--- src/rtl/dma_seq_pkg.sv ---
package dma_seq_pkg;

  localparam int WORD_W     = 32;
  localparam int IDX_W      = 8;
  localparam int DESC_WORDS = 6;

  typedef enum logic [1:0] {
    DK_SINGLE = 2'd0,
    DK_ROW    = 2'd1,
    DK_GRID   = 2'd2,
    DK_BAD    = 2'd3
  } desc_kind_e;

  typedef enum logic [1:0] {
    TM_ELEM  = 2'd0,
    TM_ROW   = 2'd1,
    TM_DESC  = 2'd2,
    TM_CHAIN = 2'd3
  } trig_mode_e;

  typedef enum logic [2:0] {
    S_IDLE,
    S_LOAD,
    S_RD,
    S_WR,
    S_DONE
  } seq_state_e;

  typedef struct packed {
    logic [1:0]        esize;
    logic              dst_wide;
    logic              src_wide;
    logic              stop_after;
    trig_mode_e        tmode;
    logic [WORD_W-1:0] src_base;
    logic [WORD_W-1:0] dst_base;
    logic [IDX_W-1:0]  xlast;
    logic [IDX_W-1:0]  sxstep;
    logic [IDX_W-1:0]  dxstep;
    logic [IDX_W-1:0]  ylast;
    logic [IDX_W-1:0]  systep;
    logic [IDX_W-1:0]  dystep;
    logic [WORD_W-1:0] next_ptr;
  } desc_t;

  // byte address of element (x,y): base + x*xstep + y*ystep, steps signed
  function automatic logic [WORD_W-1:0] elem_addr(
      input logic [WORD_W-1:0] base,
      input logic [IDX_W-1:0]  x,
      input logic [IDX_W-1:0]  xstep,
      input logic [IDX_W-1:0]  y,
      input logic [IDX_W-1:0]  ystep);
    logic [WORD_W-1:0] sx, sy, ux, uy;
    sx = {{(WORD_W-IDX_W){xstep[IDX_W-1]}}, xstep};
    sy = {{(WORD_W-IDX_W){ystep[IDX_W-1]}}, ystep};
    ux = {{(WORD_W-IDX_W){1'b0}}, x};
    uy = {{(WORD_W-IDX_W){1'b0}}, y};
    return base + sx * ux + sy * uy;
  endfunction

  function automatic logic [WORD_W-1:0] elem_mask(input logic [1:0] esize);
    case (esize)
      2'd0:    return 32'h0000_00FF;
      2'd1:    return 32'h0000_FFFF;
      default: return 32'hFFFF_FFFF;
    endcase
  endfunction

  function automatic logic [1:0] access_size(input logic [1:0] esize, input logic wide);
    return wide ? 2'd2 : esize;
  endfunction

endpackage

--- src/rtl/dma_desc_store.sv ---
module dma_desc_store #(
  parameter int DEPTH = 32,
  parameter int WIN   = 6,
  localparam int PW   = $clog2(DEPTH)
) (
  input  logic                 clk,
  input  logic                 wr_en,
  input  logic [PW-1:0]        wr_idx,
  input  logic [31:0]          wr_data,
  input  logic [PW-1:0]        rd_ptr,
  output logic [WIN-1:0][31:0] win
);
  logic [31:0] mem [DEPTH];

  always_ff @(posedge clk) begin
    if (wr_en) mem[wr_idx] <= wr_data;
  end

  // consecutive words starting at rd_ptr, wrapping at the store size
  for (genvar k = 0; k < WIN; k++) begin : g_win
    logic [PW-1:0] idx;
    assign idx    = rd_ptr + PW'(k);
    assign win[k] = mem[idx];
  end
endmodule

--- src/rtl/dma_desc_decode.sv ---
module dma_desc_decode
  import dma_seq_pkg::*;
(
  input  logic [DESC_WORDS-1:0][WORD_W-1:0] win,
  output desc_t                             desc,
  output logic                              bad
);
  logic [WORD_W-1:0] ctl, xw, yw, nxt;
  desc_kind_e        kind;
  logic              unused_bits;

  assign ctl  = win[0];
  assign kind = desc_kind_e'(ctl[31:30]);

  always_comb begin
    xw  = '0;
    yw  = '0;
    nxt = '0;
    case (kind)
      DK_SINGLE: nxt = win[3];
      DK_ROW:    begin xw = win[3]; nxt = win[4]; end
      DK_GRID:   begin xw = win[3]; yw = win[4]; nxt = win[5]; end
      default:   nxt = '0;
    endcase
  end

  assign bad = (kind == DK_BAD) || (ctl[29:28] == 2'd3);

  always_comb begin
    desc            = '0;
    desc.esize      = ctl[29:28];
    desc.dst_wide   = ctl[27];
    desc.src_wide   = ctl[26];
    desc.stop_after = ctl[24];
    desc.tmode      = trig_mode_e'(ctl[21:20]);
    desc.src_base   = win[1];
    desc.dst_base   = win[2];
    desc.xlast      = xw[7:0];
    desc.sxstep     = xw[15:8];
    desc.dxstep     = xw[23:16];
    desc.ylast      = yw[7:0];
    desc.systep     = yw[15:8];
    desc.dystep     = yw[23:16];
    desc.next_ptr   = nxt;
  end

  assign unused_bits = ^{ctl[25], ctl[23:22], ctl[19:0], xw[31:24], yw[31:24]};
endmodule

--- src/rtl/dma_elem_path.sv ---
module dma_elem_path
  import dma_seq_pkg::*;
(
  input  logic [1:0]        esize,
  input  logic              src_wide,
  input  logic              dst_wide,
  input  logic [WORD_W-1:0] rd_data,
  output logic [1:0]        rd_size,
  output logic [1:0]        wr_size,
  output logic [WORD_W-1:0] wr_data
);
  assign rd_size = access_size(esize, src_wide);
  assign wr_size = access_size(esize, dst_wide);
  // bits above the element are dropped on read and zero on write
  assign wr_data = rd_data & elem_mask(esize);
endmodule

--- src/rtl/dma_desc_seq.sv ---
module dma_desc_seq
  import dma_seq_pkg::*;
#(
  parameter int DESC_DEPTH = 32,
  localparam int PTR_W     = $clog2(DESC_DEPTH)
) (
  input  logic              clk,
  input  logic              rst_n,
  input  logic              cfg_wr_en,
  input  logic [PTR_W-1:0]  cfg_wr_idx,
  input  logic [31:0]       cfg_wr_data,
  input  logic              ch_start,
  input  logic [PTR_W-1:0]  ch_start_ptr,
  input  logic              trig_in,
  output logic              rd_req,
  output logic [31:0]       rd_addr,
  output logic [1:0]        rd_size,
  input  logic [31:0]       rd_data,
  output logic              wr_req,
  output logic [31:0]       wr_addr,
  output logic [1:0]        wr_size,
  output logic [31:0]       wr_data,
  output logic              ch_en,
  output logic              busy,
  output logic              desc_done,
  output logic              err
);
  seq_state_e       state;
  logic             ch_en_q, err_q, pend_q, loaded_q;
  logic [PTR_W-1:0] cur_ptr;
  desc_t            desc_q, dec;
  logic             dec_bad;
  logic [IDX_W-1:0] xi, yi;
  logic [DESC_WORDS-1:0][WORD_W-1:0] win;

  // named events
  logic accept, start_ok, last_x, last_y, desc_end, unit_end, chain_stop, late_trig;

  dma_desc_store #(.DEPTH(DESC_DEPTH), .WIN(DESC_WORDS)) u_store (
    .clk(clk), .wr_en(cfg_wr_en), .wr_idx(cfg_wr_idx), .wr_data(cfg_wr_data),
    .rd_ptr(cur_ptr), .win(win)
  );

  dma_desc_decode u_dec (.win(win), .desc(dec), .bad(dec_bad));

  dma_elem_path u_path (
    .esize(desc_q.esize), .src_wide(desc_q.src_wide), .dst_wide(desc_q.dst_wide),
    .rd_data(rd_data), .rd_size(rd_size), .wr_size(wr_size), .wr_data(wr_data)
  );

  assign start_ok   = (state == S_IDLE) && ch_start;
  assign accept     = (state == S_IDLE) && ch_en_q && !ch_start && (trig_in || pend_q);
  assign late_trig  = (state != S_IDLE) && ch_en_q && trig_in;
  assign last_x     = (xi == desc_q.xlast);
  assign last_y     = (yi == desc_q.ylast);
  assign desc_end   = last_x && last_y;
  assign chain_stop = desc_q.stop_after || (desc_q.next_ptr == '0);

  always_comb begin
    case (desc_q.tmode)
      TM_ELEM: unit_end = 1'b1;
      TM_ROW:  unit_end = last_x;
      default: unit_end = desc_end;
    endcase
  end

  always_ff @(posedge clk or negedge rst_n) begin
    if (!rst_n) begin
      state    <= S_IDLE;
      ch_en_q  <= 1'b0;
      err_q    <= 1'b0;
      pend_q   <= 1'b0;
      loaded_q <= 1'b0;
      cur_ptr  <= '0;
      desc_q   <= '0;
      xi       <= '0;
      yi       <= '0;
    end else begin
      if (late_trig) pend_q <= 1'b1;
      case (state)
        S_IDLE: begin
          if (start_ok) begin
            ch_en_q  <= 1'b1;
            err_q    <= 1'b0;
            pend_q   <= 1'b0;
            loaded_q <= 1'b0;
            cur_ptr  <= ch_start_ptr;
          end else if (accept) begin
            pend_q <= pend_q & trig_in;
            state  <= loaded_q ? S_RD : S_LOAD;
          end
        end
        S_LOAD: begin
          if (dec_bad) begin
            err_q   <= 1'b1;
            ch_en_q <= 1'b0;
            pend_q  <= 1'b0;
            state   <= S_IDLE;
          end else begin
            desc_q   <= dec;
            loaded_q <= 1'b1;
            xi       <= '0;
            yi       <= '0;
            state    <= S_RD;
          end
        end
        S_RD: state <= S_WR;
        S_WR: begin
          if (last_x) begin
            xi <= '0;
            if (!last_y) yi <= yi + 1'b1;
          end else begin
            xi <= xi + 1'b1;
          end
          if (desc_end)      state <= S_DONE;
          else if (unit_end) state <= S_IDLE;
          else               state <= S_RD;
        end
        S_DONE: begin
          loaded_q <= 1'b0;
          if (chain_stop) begin
            ch_en_q <= 1'b0;
            pend_q  <= 1'b0;
            state   <= S_IDLE;
          end else begin
            cur_ptr <= desc_q.next_ptr[PTR_W-1:0];
            state   <= (desc_q.tmode == TM_CHAIN) ? S_LOAD : S_IDLE;
          end
        end
        default: state <= S_IDLE;
      endcase
    end
  end

  assign rd_req    = (state == S_RD);
  assign wr_req    = (state == S_WR);
  assign rd_addr   = elem_addr(desc_q.src_base, xi, desc_q.sxstep, yi, desc_q.systep);
  assign wr_addr   = elem_addr(desc_q.dst_base, xi, desc_q.dxstep, yi, desc_q.dystep);
  assign ch_en     = ch_en_q;
  assign busy      = (state != S_IDLE);
  assign desc_done = (state == S_DONE);
  assign err       = err_q;

  AST_EN_ONLY_BY_START: assert property (@(posedge clk) disable iff (!rst_n) $rose(ch_en) |-> $past(ch_start));
  AST_OFF_STAYS_IDLE: assert property (@(posedge clk) disable iff (!rst_n) (!ch_en && !ch_start) |=> !busy);
  AST_WR_AFTER_RD: assert property (@(posedge clk) disable iff (!rst_n) wr_req |-> $past(rd_req));
  AST_BUS_EXCL: assert property (@(posedge clk) disable iff (!rst_n) !(rd_req && wr_req));
  AST_BYTE_ZERO_FILL: assert property (@(posedge clk) disable iff (!rst_n) (wr_req && desc_q.esize == 2'd0) |-> (wr_data[31:8] == 24'h0));
  AST_ERR_HALTS: assert property (@(posedge clk) disable iff (!rst_n) $rose(err) |-> !ch_en);
  AST_DONE_PULSE: assert property (@(posedge clk) disable iff (!rst_n) desc_done |=> !desc_done);
  AST_OFF_NOT_BUSY: assert property (@(posedge clk) disable iff (!rst_n) !ch_en |-> !busy);
endmodule

--- config.mk ---
export PLATFORM = sky130hd
export DESIGN_NAME = dma_desc_seq
export DESIGN_NICKNAME = d
export VERILOG_FILES = /design/src/rtl/dma_seq_pkg.sv /design/src/rtl/dma_desc_store.sv /design/src/rtl/dma_desc_decode.sv /design/src/rtl/dma_elem_path.sv /design/src/rtl/dma_desc_seq.sv
export SDC_FILE = /design/constraint.sdc
export NUM_CORES = 2
export LEC_CHECK = 0
export BUFFER_PORTS_ARGS = -buffer_cell sky130_fd_sc_hd__buf_2
export CORE_MARGIN = 8
export CORE_UTILIZATION = 35
export DETAILED_ROUTE_END_ITERATION = 8
export GPL_ROUTABILITY_DRIVEN = 0
export HOLD_SLACK_MARGIN = 0.03
export SLEW_MARGIN = 5
export SYNTH_ARGS = -nofsm -noshare
export SYNTH_HDL_FRONTEND = slang
export SYNTH_SLANG_ARGS = --single-unit
--- constraint.sdc ---
create_clock -name clk -period 23.9 [get_ports clk]
set_input_delay 1.195 -clock clk [delete_from_list [all_inputs] [get_ports clk]]
set_output_delay 1.195 -clock clk [all_outputs]
set_load 0.02 [all_outputs]
; Word level (Yosys, flattened, before mapping)
; Memories as Yosys holds them, arrays and structs flattened. A register that Yosys moved wholly into a read port is not among the register bits.
; Cells that the tools add are included.
[classes]
addsub = 11
mul = 4
n_eq_ne = 22
n_mux = 42
bitwise = 3
n_reduce_logical = 32
[op_table]
columns = cell, count
row1 = 32-bit adder, 4
row2 = 32-bit case mux with 3 select lines, 1
row3 = 8-bit by 9-bit multiplier with 17-bit output, 4
row4 = 32-bit case mux with 2 select lines, 1
row5 = 24-bit two-way mux, 2
row6 = 32-bit AND, 1
row7 = 32-bit zero test, 1
row8 = 8-bit two-way mux, 4
row9 = 8-bit case mux with 2 select lines, 2
row10 = 8-bit by 1-bit adder with 8-bit output (second input constant), 2
row11 = 8-bit equality test, 2
row12 = 1-bit two-way mux, 15
row13 = 3-bit case mux with 5 select lines, 1
row14 = 2-bit != test (second input constant), 7
row15 = 5-bit by 2-bit adder with 5-bit output (second input constant), 2
row16 = 5-bit by 3-bit adder with 5-bit output (second input constant), 2
row17 = 2-bit two-way mux, 5
row18 = 5-bit two-way mux, 2
row19 = 5-bit case mux with 2 select lines, 1
row20 = 3-bit two-way mux, 3
row21 = 1-bit case mux with 3 select lines, 3
row22 = 3-bit AND reduction, 3
row23 = 2-bit equality test (second input constant), 4
row24 = 4-bit AND reduction, 2
row25 = other kinds (18), 40
[word_totals]
regBits = 115
ram_bits = 1024
input_bits = 79
out_inout_bits = 106
word_cells = 135
memories = 1
[mem_list]
columns = name, depth, width, read_ports, rd_clocked_by_memory_dff, write_ports, line
row1 = u_store.mem, 32, 32, 6, 2, 1, dma_desc_store.sv:13  ; logic [31:0] mem [DEPTH];

; Depth between registers and ports, before layout
[logic_depth]
word_depth = 7
ltp_mapped = 35
ltp_nobuf = 33

; Hierarchy
; Synthesis repeated with hierarchy kept, for this count alone.
[unflattened]
cells_unflattened = 6214
area_unflattened_um2 = 90870.9
[by_module_without_submodules]
columns = module, n_inst, cells_each, area_each_um2, seq_area_each_um2
row1 = dma_desc_store, 1, 3754, 68425.6, 30749.5
row2 = dma_desc_seq, 1, 2213, 20701.1, 4479.3
row3 = dma_desc_decode, 1, 208, 1475.2, 0.0
row4 = dma_elem_path, 1, 39, 269.0, 0.0

; Worst setup path before layout
; Ideal clock, no wire load.
[synth_path]
kind = flip-flop to output port
start = register yi[6]
end = output port wr_addr[30]
t_arrival_ps = 8699
t_required_ps = 22705
path_slack_ps = 14006
path_stages_with_launch = 30
path_buffers = 2
cell_sequence = dfrtp_1 clkbuf_1 clkbuf_1 and2_1 fa_1 fa_1 fa_1 inv_1 fa_1 inv_1 ha_1 or2_2 a21oi_1 a21oi_1 and4_1 a2111oi_2 a21oi_1 xnor2_1 fa_1 ha_1 and2_1 nand2b_1 a21oi_1 a31oi_1 o31ai_1 o21bai_1 a21oi_1 o31ai_1 a21oi_1 xnor2_1
[synth_via]
elab_chain_len = 2
[synth_lines]
columns = element, line
row1 = from (decl), dma_desc_seq.sv:33  ; logic [IDX_W-1:0] xi, yi;
row2 = from (signal assigned), dma_desc_seq.sv:111  ; if (!last_y) yi <= yi + 1'b1;
row3 = 8-bit by 9-bit multiplier with 17-bit output, dma_seq_pkg.sv:58  ; return base + sx * ux + sy * uy;
row4 = 32-bit adder, dma_seq_pkg.sv:58
row5 = to (decl), dma_desc_seq.sv:20  ; output logic [31:0] wr_addr,
; Every way passes these cells.

; Final worst setup path
; Ends and elaborated chain as after synthesis.

==> results.ini <==
[run_status]
run_status=complete, no violations

[worst_setup_path]
path_max_fanout=19
start_kind=flip-flop
critPathKind=flip-flop to output port
r2r_slack_ns=16.82
cpMaxStageDelayCell=dfrtp_1
worstPathRequired_ns=22.71
crit_path_end_kind=output port
crit_top_cell=a21oi_1
slowest_delay_ns=0.79
cp.arrival_ns=8.98

[die]
die_x_um=509
die_h_um=509
initial_core_util_pct=35.1
rows=181
fp.dieArea_um2=259000
coreArea_um2=243000
io_pins=185

[yosys]
yosysTopAreaCell=edfxtp_1
synth-edff-count=1024
synthTopCellsByArea=edfxtp_1 36%, mux4_2 32%, dfrtp_1 5.3%, fa_1 5.0%, ha_1 3.6%
synth_cells=5470
ys.flop_type=edfxtp_1
ys_warn_count=0
synthArstFlopShare_pct=14.9
synth_top_cell_area_share_pct=36.1
synthTopCellsByCount=1217 x mux4_2, 1024 x edfxtp_1, 312 x nand2_1
synth_area_um2=85100
yosysUniqueCellTypes=72
yosysMostFrequentCell=mux4_2
synthesis.nets=6007
synth.avg_cell_area_um2=15.6
ys_seq_area_share_pct=41.4
ys_seq_elements=1203

[grt]
grt_util_all_layers_pct=21.4
grt_pass1_vias=54900
antenna_found_initial=41
grt_pass1_wl_mm=403
overflow=0
grt_max_degree=137

[clocking]
htreeDepth=4
numCtsBuffers=135
cts_hold_buf=0
post_cts_resized=0
cts_tree=done
worstSkewPairLatency_ns=0.80
cts_sinks=1203
clockRootBuffer=clkbuf_16
clk_path_buf_depth=3
path_clk_slew_ns=0.07
post-cts-setup-buffers=0

[timing]
slew_viol_final=0
setup_viol_count_final=0
finalSetupTns_ns=0
rsz0062_at_grt=false
skew_ns=0.0349
hold_viol=0
layout_setup_ws_ns=13.73
period_needed_ns=10.17
slew_headroom_pct=15.0
max_freq_mhz=98.3
worstMarginPinSlew_ns=1.24
fin_crit_sh_pct=42.6

[finish]
nNetsFinal=6014
fin_area_um2=94000
drive_gt1_share_pct=33.6
area_growth_pct=10.5

[place]
place_ws_ns=14.48
io_buffers=168
dpl.hpwl_mm=180
dpl_cell_area_um2=89500

[drt]
drt_iter0_markers=7932
vias_per_cell=6.36
vias=55900
drc=0
drt_pass1_iterations=7
wl_per_cell_um=32.3
antenna_left=0
totalWireLength_mm=284

[run]
cap_violations=0

[min_path]
hold_path_class=input port to async pin

==> metal layers <==
metal	share of wire [%]	vias up	routed length (um)	track usage, %
met5	0.059	-	168	0
met4	3.4	24	9760	7.04
met3	13	546	36700	6.75
met2	44	3735	125000	31.8
met1	40	29600	112000	29.9
li1	-	22100	-	-
==> flip-flops by register name (all words and copies together) (netlist names) <==
register     flops
u_store.mem   1024
cur_ptr          5
err              1
pend_q           1
xi               8
ch_en            1
state            3
loaded_q         1
desc_q         151
yi               8
==> final cells by class <==
class	instances	area, um^2
antenna	11	27.5
clock buffer	178	3810
multi-input combinational	3543	47300
timing repair buffer	283	1800
inverter	311	1170
fill	22100	149000
sequential	1203	35200
clock inverter	70	684
tap	3202	4010
==> cells by family (layout without fill, tap and decap cells) <==
group | Yosys count | after routing | synth area share (%)
muxes | 1552 | 1552 | 36.3
DFF | 1203 | 1203 | 41.4
and+or+nand+nor | 943 | 943 | 5.23
buffers and inverters | 724 | 842 | 3.66
adders and majority gates | 458 | 458 | 8.61
AOI/OAI and AO/OA | 454 | 454 | 3.39
xor gates and xnor gates | 136 | 136 | 1.43
other | 0 | 11 | 0
==> worst max-delay path, delay by kind of cell (launching register included) <==
| kind | cells | cell delay [ns] |
|---|---|---|
| xor+xnor | 2 | 0.34 |
| compound gates | 12 | 2.41 |
| fa+ha+maj | 7 | 3.08 |
| buf+inv | 4 | 0.63 |
| simple gates | 4 | 0.91 |
| flops | 1 | 0.79 |
==> per-stage QoR <==
stage	instances	util, %	hold slack [ns]
3_5_place_dp	8542	36.9	0.470
2_1_floorplan	5470	-	0.449
3_3_place_gp	8542	36.9	0.464
4_1_cts	8790	38.7	0.452
6_report	8801	38.8	0.442
5_1_grt	8795	38.7	0.491
==> final timing paths <==
| kind | end | start | cells past startpoint |
|---|---|---|---|
| worst min register to register | desc_q[25] | desc_q[25] | 2 |
| worst min-delay path | xi[7] | rst_n | 1 |
| worst max-delay path | wr_addr[30] | yi[6] | 29 |
| min in group clk | desc_q[25] | desc_q[25] | 2 |
| worst max register to register | desc_q[13] | cur_ptr[1] | 10 |
| max in group asynchronous | cur_ptr[1] | rst_n | 2 |
==> cell usage in the layout (no fill, tap or decap), drive strengths merged, types with 19 or more instances in the layout <==
cell and count:
o21ai 72, nor2b 36, mux2 88, xnor2 64, mux4 1217, buf 283
a21oi 188, xor2 72, nand2b 21, a21o 33, and2 189, a222oi 32
ha 246, mux2i 247, edfxtp 1024, clkinv 50, fa 212, o31ai 36
a211oi 19, nand2 312, o21a 20, clkbuf 178, nand3 65, nor2 239
inv 313, dfrtp 179
Power is not shown: default switching activity piles up to over one toggle a cycle in this logic, so the estimate is an artifact.
